===== config.mk =====
export PLATFORM = sky130hd
export DESIGN_NAME = fanout_cfg_ctrl
export DESIGN_NICKNAME = d
export VERILOG_FILES = /design/src/rtl/fanout_cfg_pkg.sv /design/src/rtl/cfg_sequencer.sv /design/src/rtl/cfg_regs.sv /design/src/rtl/out_stage.sv /design/src/rtl/fanout_cfg_ctrl.sv
export SDC_FILE = /design/constraint.sdc
export NUM_CORES = 1
export LEC_CHECK = 0
export ABC_CLOCK_PERIOD_IN_PS = 1400
export BUFFER_PORTS_ARGS = -buffer_cell sky130_fd_sc_hd__buf_4
export CELL_PAD_IN_SITES_DETAIL_PLACEMENT = 1
export CELL_PAD_IN_SITES_GLOBAL_PLACEMENT = 2
export CORE_MARGIN = 4
export CORE_UTILIZATION = 36
export CTS_BUF_LIST = sky130_fd_sc_hd__clkbuf_4
export DETAILED_ROUTE_END_ITERATION = 6
export PLACE_DENSITY = 0.81
export SLEW_MARGIN = 10
export SYNTH_ARGS = -nofsm -noshare
export SYNTH_HDL_FRONTEND = slang
export SYNTH_SLANG_ARGS = --single-unit

===== constraint.sdc =====
create_clock -name ck -period 1.4 [get_ports ck]
set_input_delay 0.14 -clock ck [delete_from_list [all_inputs] [get_ports ck]]
set_output_delay 0.14 -clock ck [all_outputs]
set_load 0.02 [all_outputs]

===== src/rtl/fanout_cfg_pkg.sv =====
package fanout_cfg_pkg;
    typedef enum logic [1:0] {
        ST_IDLE,
        ST_SHIFT,
        ST_COMMIT,
        ST_LOCKED
    } seq_state_t;
endpackage


===== src/rtl/cfg_sequencer.sv =====
module cfg_sequencer
    import fanout_cfg_pkg::*;
#(
    parameter int CFG_BITS = 11,
    parameter int CNT_W    = 4
) (
    input  logic ck,
    input  logic rst_n,
    input  logic en,
    output logic shift_en,
    output logic commit_en,
    output logic clr
);
    seq_state_t         state, state_n;
    logic [CNT_W-1:0]   cnt, cnt_n;

    // state register and clock counter
    always_ff @(posedge ck or negedge rst_n) begin
        if (!rst_n) begin
            state <= ST_IDLE;
            cnt   <= '0;
        end else begin
            state <= state_n;
            cnt   <= cnt_n;
        end
    end

    // next state
    always_comb begin
        state_n = state;
        cnt_n   = cnt;
        if (!en) begin
            state_n = ST_IDLE;
            cnt_n   = '0;
        end else begin
            unique case (state)
                ST_IDLE, ST_SHIFT: begin
                    cnt_n   = cnt + 1'b1;
                    state_n = (cnt_n == CNT_W'(CFG_BITS)) ? ST_COMMIT : ST_SHIFT;
                end
                ST_COMMIT: begin
                    cnt_n   = cnt + 1'b1;
                    state_n = ST_LOCKED;
                end
                ST_LOCKED: begin
                    cnt_n   = cnt;
                    state_n = ST_LOCKED;
                end
            endcase
        end
    end

    // outputs
    always_comb begin
        shift_en  = 1'b0;
        commit_en = 1'b0;
        clr       = !en;
        unique case (state)
            ST_IDLE, ST_SHIFT: shift_en  = en;
            ST_COMMIT:         commit_en = en;
            ST_LOCKED:         ;
        endcase
    end


    locked_hold_chk: assert property (@(posedge ck) disable iff (!rst_n)
        (state == ST_LOCKED && en) |=> state == ST_LOCKED);

    commit_count_chk: assert property (@(posedge ck) disable iff (!rst_n)
        (state == ST_COMMIT) |-> cnt == CNT_W'(CFG_BITS));

    clear_to_idle_chk: assert property (@(posedge ck) disable iff (!rst_n)
        !en |=> (state == ST_IDLE && cnt == '0));
endmodule


===== src/rtl/cfg_regs.sv =====
module cfg_regs #(
    parameter int NUM_OUT  = 10,
    parameter int CFG_BITS = NUM_OUT + 1
) (
    input  logic               ck,
    input  logic               rst_n,
    input  logic               si,
    input  logic               shift_en,
    input  logic               commit_en,
    input  logic               clr,
    output logic [NUM_OUT-1:0] cfg_oe,
    output logic               cfg_sel
);
    logic [CFG_BITS-1:0] sr;
    logic [CFG_BITS-1:0] ctrl;

    always_ff @(posedge ck or negedge rst_n) begin
        if (!rst_n) begin
            sr   <= '0;
            ctrl <= '0;
        end else if (clr) begin
            sr   <= '0;
            ctrl <= '0;
        end else begin
            if (shift_en)  sr   <= {sr[CFG_BITS-2:0], si};
            if (commit_en) ctrl <= sr;
        end
    end

    // newest bit (last shifted) sits in bit 0 and is the select;
    // the first bit shifted ends in the top position, enabling the top output
    assign cfg_sel = ctrl[0];
    assign cfg_oe  = ctrl[CFG_BITS-1:1];


    ctrl_frozen_chk: assert property (@(posedge ck) disable iff (!rst_n)
        (!commit_en && !clr) |=> $stable(ctrl));
endmodule


===== src/rtl/out_stage.sv =====
module out_stage #(
    parameter int NUM_OUT = 10
) (
    input  logic               en,
    input  logic               si,
    input  logic               clk_in0,
    input  logic               clk_in1,
    input  logic [NUM_OUT-1:0] cfg_oe,
    input  logic               cfg_sel,
    output logic [NUM_OUT-1:0] q_data,
    output logic [NUM_OUT-1:0] q_oe
);
    logic sel;
    logic clk_sel;

    assign sel     = en ? cfg_sel : si;
    assign clk_sel = sel ? clk_in1 : clk_in0;

    for (genvar k = 0; k < NUM_OUT; k++) begin : g_out
        assign q_data[k] = clk_sel;
        assign q_oe[k]   = en ? cfg_oe[k] : 1'b1;
    end
endmodule


===== src/rtl/fanout_cfg_ctrl.sv =====
module fanout_cfg_ctrl #(
    parameter int NUM_OUT = 10
) (
    input  logic               ck,
    input  logic               rst_n,
    input  logic               en,
    input  logic               si,
    input  logic               clk_in0,
    input  logic               clk_in1,
    output logic [NUM_OUT-1:0] q_data,
    output logic [NUM_OUT-1:0] q_oe
);
    localparam int CFG_BITS = NUM_OUT + 1;
    localparam int CNT_W    = $clog2(CFG_BITS + 2);

    logic               shift_en, commit_en, clr;
    logic [NUM_OUT-1:0] cfg_oe;
    logic               cfg_sel;

    cfg_sequencer #(.CFG_BITS(CFG_BITS), .CNT_W(CNT_W)) i_seq (
        .ck(ck), .rst_n(rst_n), .en(en),
        .shift_en(shift_en), .commit_en(commit_en), .clr(clr)
    );

    cfg_regs #(.NUM_OUT(NUM_OUT), .CFG_BITS(CFG_BITS)) i_regs (
        .ck(ck), .rst_n(rst_n), .si(si),
        .shift_en(shift_en), .commit_en(commit_en), .clr(clr),
        .cfg_oe(cfg_oe), .cfg_sel(cfg_sel)
    );

    out_stage #(.NUM_OUT(NUM_OUT)) i_out (
        .en(en), .si(si), .clk_in0(clk_in0), .clk_in1(clk_in1),
        .cfg_oe(cfg_oe), .cfg_sel(cfg_sel),
        .q_data(q_data), .q_oe(q_oe)
    );


    fixed_all_on_chk: assert property (@(posedge ck) disable iff (!rst_n)
        !en |-> &q_oe);

    cleared_after_en_low_chk: assert property (@(posedge ck) disable iff (!rst_n)
        (!en ##1 en) |-> (q_oe == '0));
endmodule


==> metrics.log <==
[metrics] count of nets left with antenna violations after detail routing: 0
[metrics] sequential cell area: approximately 700 um^2
[metrics] cell area after layout: between 1500 and 2000 um^2
[metrics] violations in the final reports: setup timing
[metrics] class of the worst hold path: in2reg
[metrics] filler cell count: 433
[metrics] final-layout setup total negative slack: -2.03 ns
[metrics] antenna violations before repair: 0
[metrics] warning count from the yosys run: 0
[metrics] number of I/O pins: 26
[metrics] antenna diode instance count: 0
[metrics] LEAKAGE: ~0.77 nW
[metrics] status: complete, but fails checks
[metrics] Setup crit end kind: output port
[metrics] clock-pin slew of the registers on the worst-case setup and hold paths: about 0.16 ns
[metrics] average wire per cell in the routed design: approximately 14 um
[metrics] total track usage: roughly an eighth
[metrics] CP Class: reg2out
[metrics] die width: 71.2 um
[metrics] number of pins exceeding their max-slew limit in the final report: 0
[metrics] proportion of synthesized chip area in sequential cells: between 40% and 50%
[metrics] chain of cells forming the critical path: mux2i_4 > mux2_4 > buf_4
[metrics] commonest non-fill, non-tap cells in the layout: dfrtp_1, buf_4, nand2_1
[metrics] via-per-instance ratio: just under 5
[metrics] Mean Syn Cell Area: between 10 and 15 um^2
[metrics] Max Clock Freq: 623 MHz
[metrics] most frequently used flop master after synthesis: dfrtp_1
[metrics] setup repair after global routing missed its margin: yes
[metrics] CTS Buf Count: 3
[metrics] count of distinct cell types in the synthesized netlist: 29
[metrics] pin count of the biggest net entering global routing: 29
[metrics] synthesized instance count: between 100 and 150
[metrics] count of routing violations after the opening detailed-route iteration: 40
[metrics] buffers added on ports: 25
[metrics] wire length after detailed routing: ~3000 um
[metrics] Hold Fails Final Rpt: 0
[metrics] sum of overflow across all layers after global routing: 0
[metrics] period utilisation layout: 115%
[metrics] net count reported at finish: 168
[metrics] height of the die: 71.2 um
[metrics] area of placed instances: 1580 um^2
[metrics] Setup WS pre-CTS: about 0.06 ns
[metrics] actual transition at the worst max-transition pin: approximately 0.46 ns
[metrics] cell row count: 22
[metrics] Post-Synthesis Cell Area: 1440 um^2
[metrics] Clock Latency Late Sink: approximately 0.33 ns
[metrics] total DRC errors in the routed layout: 0
[metrics] vias: between 1000 and 1500
[metrics] flip-flop and latch count after synthesis: 28
[metrics] fin cells: 207
[metrics] number of setup violations in the final report: 10
[metrics] post-synthesis to final-layout area growth: 18.4%
[metrics] core outline area: 3770 um^2
[metrics] data required time of the worst path: 1.26 ns
[metrics] relative max-transition margin: ~69%
[metrics] max-capacitance violation count: 0
[metrics] first-pass GRT wire length: about 5200 um
[metrics] Setup crit start kind: flop
[metrics] min cycle time layout: 1.61 ns
[metrics] cell area power density: approximately 950 nW/um^2
[metrics] critical path's slowest cell: dfrtp_1
[metrics] die footprint: slightly above 5000 um^2
[metrics] share of cells above drive strength 1: 28.9%
[metrics] number of buffers and inverters on the critical path: 1
[metrics] placed wire-length estimate: approximately 2200 um
[metrics] maximum fanout count along the critical path: 5
[metrics] dpl cells: 200
[metrics] asr flop ratio synth: 100%
[metrics] CP max stage delay: 0.44 ns
[metrics] slack of the critical path: -0.206 ns
[metrics] worst voltage drop across the vdd grid: about 0.46 mV
[metrics] final estimated routing congestion in global placement: between 0.7 and 0.8
[metrics] area used by multi-input combinational logic: 624 um^2
[metrics] CTS H-tree depth: 1
[metrics] Clock Path Buffers: 2
[metrics] arrival time of data at the critical path endpoint: 1.47 ns
[metrics] Clk Tree Root Cell: clkbuf_4
[metrics] most common cell after layout, fill and taps aside: dfrtp_1
[metrics] Largest delay share family, worst path: multiplexers
[metrics] Final Skew: 0.00386 ns
[metrics] TritonCTS clock tree: yes
[metrics] number of enable flip-flop cells after synthesis: 0
[metrics] Synth Net Count: 149
[metrics] count of TritonRoute iterations in the first routing pass: 4
[metrics] clk sink count: 28
[metrics] starting density of the core: roughly two fifths
[metrics] number of global-route vias before repair: 1089
## stage by stage
step	utilization [%]	hold WS [ns]	power, W
final	45.1	0.0954	0.00162
after global placement	41.9	0.0829	0.00107
after global routing	45.1	0.112	0.00170
after floorplan	-	-0.156	0.000997
after CTS	43.6	0.0815	0.00162
after detailed placement	41.9	0.0841	0.00107
## per-layer routing
layer / part of all wire [%] / up-vias / global-route usage, %
met5: 0 / - / 0
met4: 0.67 / 0 / 3.13
met3: 5.3 / 4 / 2.56
met2: 48 / 24 / 21.1
met1: 46 / 489 / 17.0
li1: - / 489 / -
## Yosys cell counts, drive strengths merged, types with 2 or more instances
cell / instances / share of area, %
dfrtp: 28 / 49
nand2: 25 / 6.7
buf: 18 / 9.4
nor2: 14 / 3.7
mux2i: 13 / 9.1
nand2b: 12 / 5.2
a21oi: 11 / 5.7
ha: 2 / 1.7
xnor2: 2 / 1.2
## what timing repair did
item                                    CTS  global route
cloned                                    0             1
hold endpoints to repair                 28             0
setup buffers                             0             1
endpoints found under the setup margin   10            12
hold buffers                              1             0
pin swaps                                 0             1
gates resized for setup                   1            10
## flip-flops by register name, summed over array words and instances, names as in the netlist
name / cells
i_regs.sr: 11
i_regs.ctrl: 11
i_seq.state: 2
i_seq.cnt: 4
## logic make-up (layout without fill, tap and decap cells)
kind of cell / Yosys count / count (layout) / share of synthesized area, %
buf+inv: 20 / 37 / 9.93
compound gates: 17 / 17 / 8.97
flops: 28 / 28 / 48.8
mux: 14 / 15 / 9.84
simple gates: 58 / 58 / 19.5
fa+ha+maj: 2 / 2 / 1.74
xor+xnor: 2 / 2 / 1.22
## path summary, 6_finish.rpt
| path | cells after the start | from | slack, ns | to |
|---|---|---|---|---|
| worst max-delay path | 3 | i_regs.ctrl[0] | -0.21 | q_data[0] |
| worst min-delay path | 3 | si | 0.1 | i_regs.sr[0] |
| worst max register to register | 4 | i_seq.cnt[0] | 0.08 | i_seq.state[1] |
| worst min register to register | 2 | i_regs.ctrl[9] | 0.54 | i_regs.ctrl[9] |
| max in group asynchronous | 2 | rst_n | 0.89 | i_seq.cnt[1] |
| min in group asynchronous | 2 | rst_n | 0.24 | i_regs.ctrl[10] |
## tightest hold or removal path, delay by kind of cell
family,cells,cell delay (ns)
buf+inv,1,0.10
simple gates,1,0.10
mux,1,0.06
## area by class of cell
type | instances | area share, %
clock inverters | 1 | 1.77
inverters | 2 | 0.442
flip-flops and latches | 28 | 41.3
clock buffers | 3 | 1.32
multi-input cells | 94 | 36.7
repair buffers | 31 | 14.9
well taps | 48 | 3.53
## power breakdown
| part | switching (W) | internal [W] |
|---|---|---|
| clock | 0.000248 | 0.000290 |
| combinational | 0.000136 | 0.000104 |
| sequential | 0.0000160 | 0.000823 |
| total | 0.000399 | 0.00122 |
Note: power is estimated with default switching activity, not from simulation.
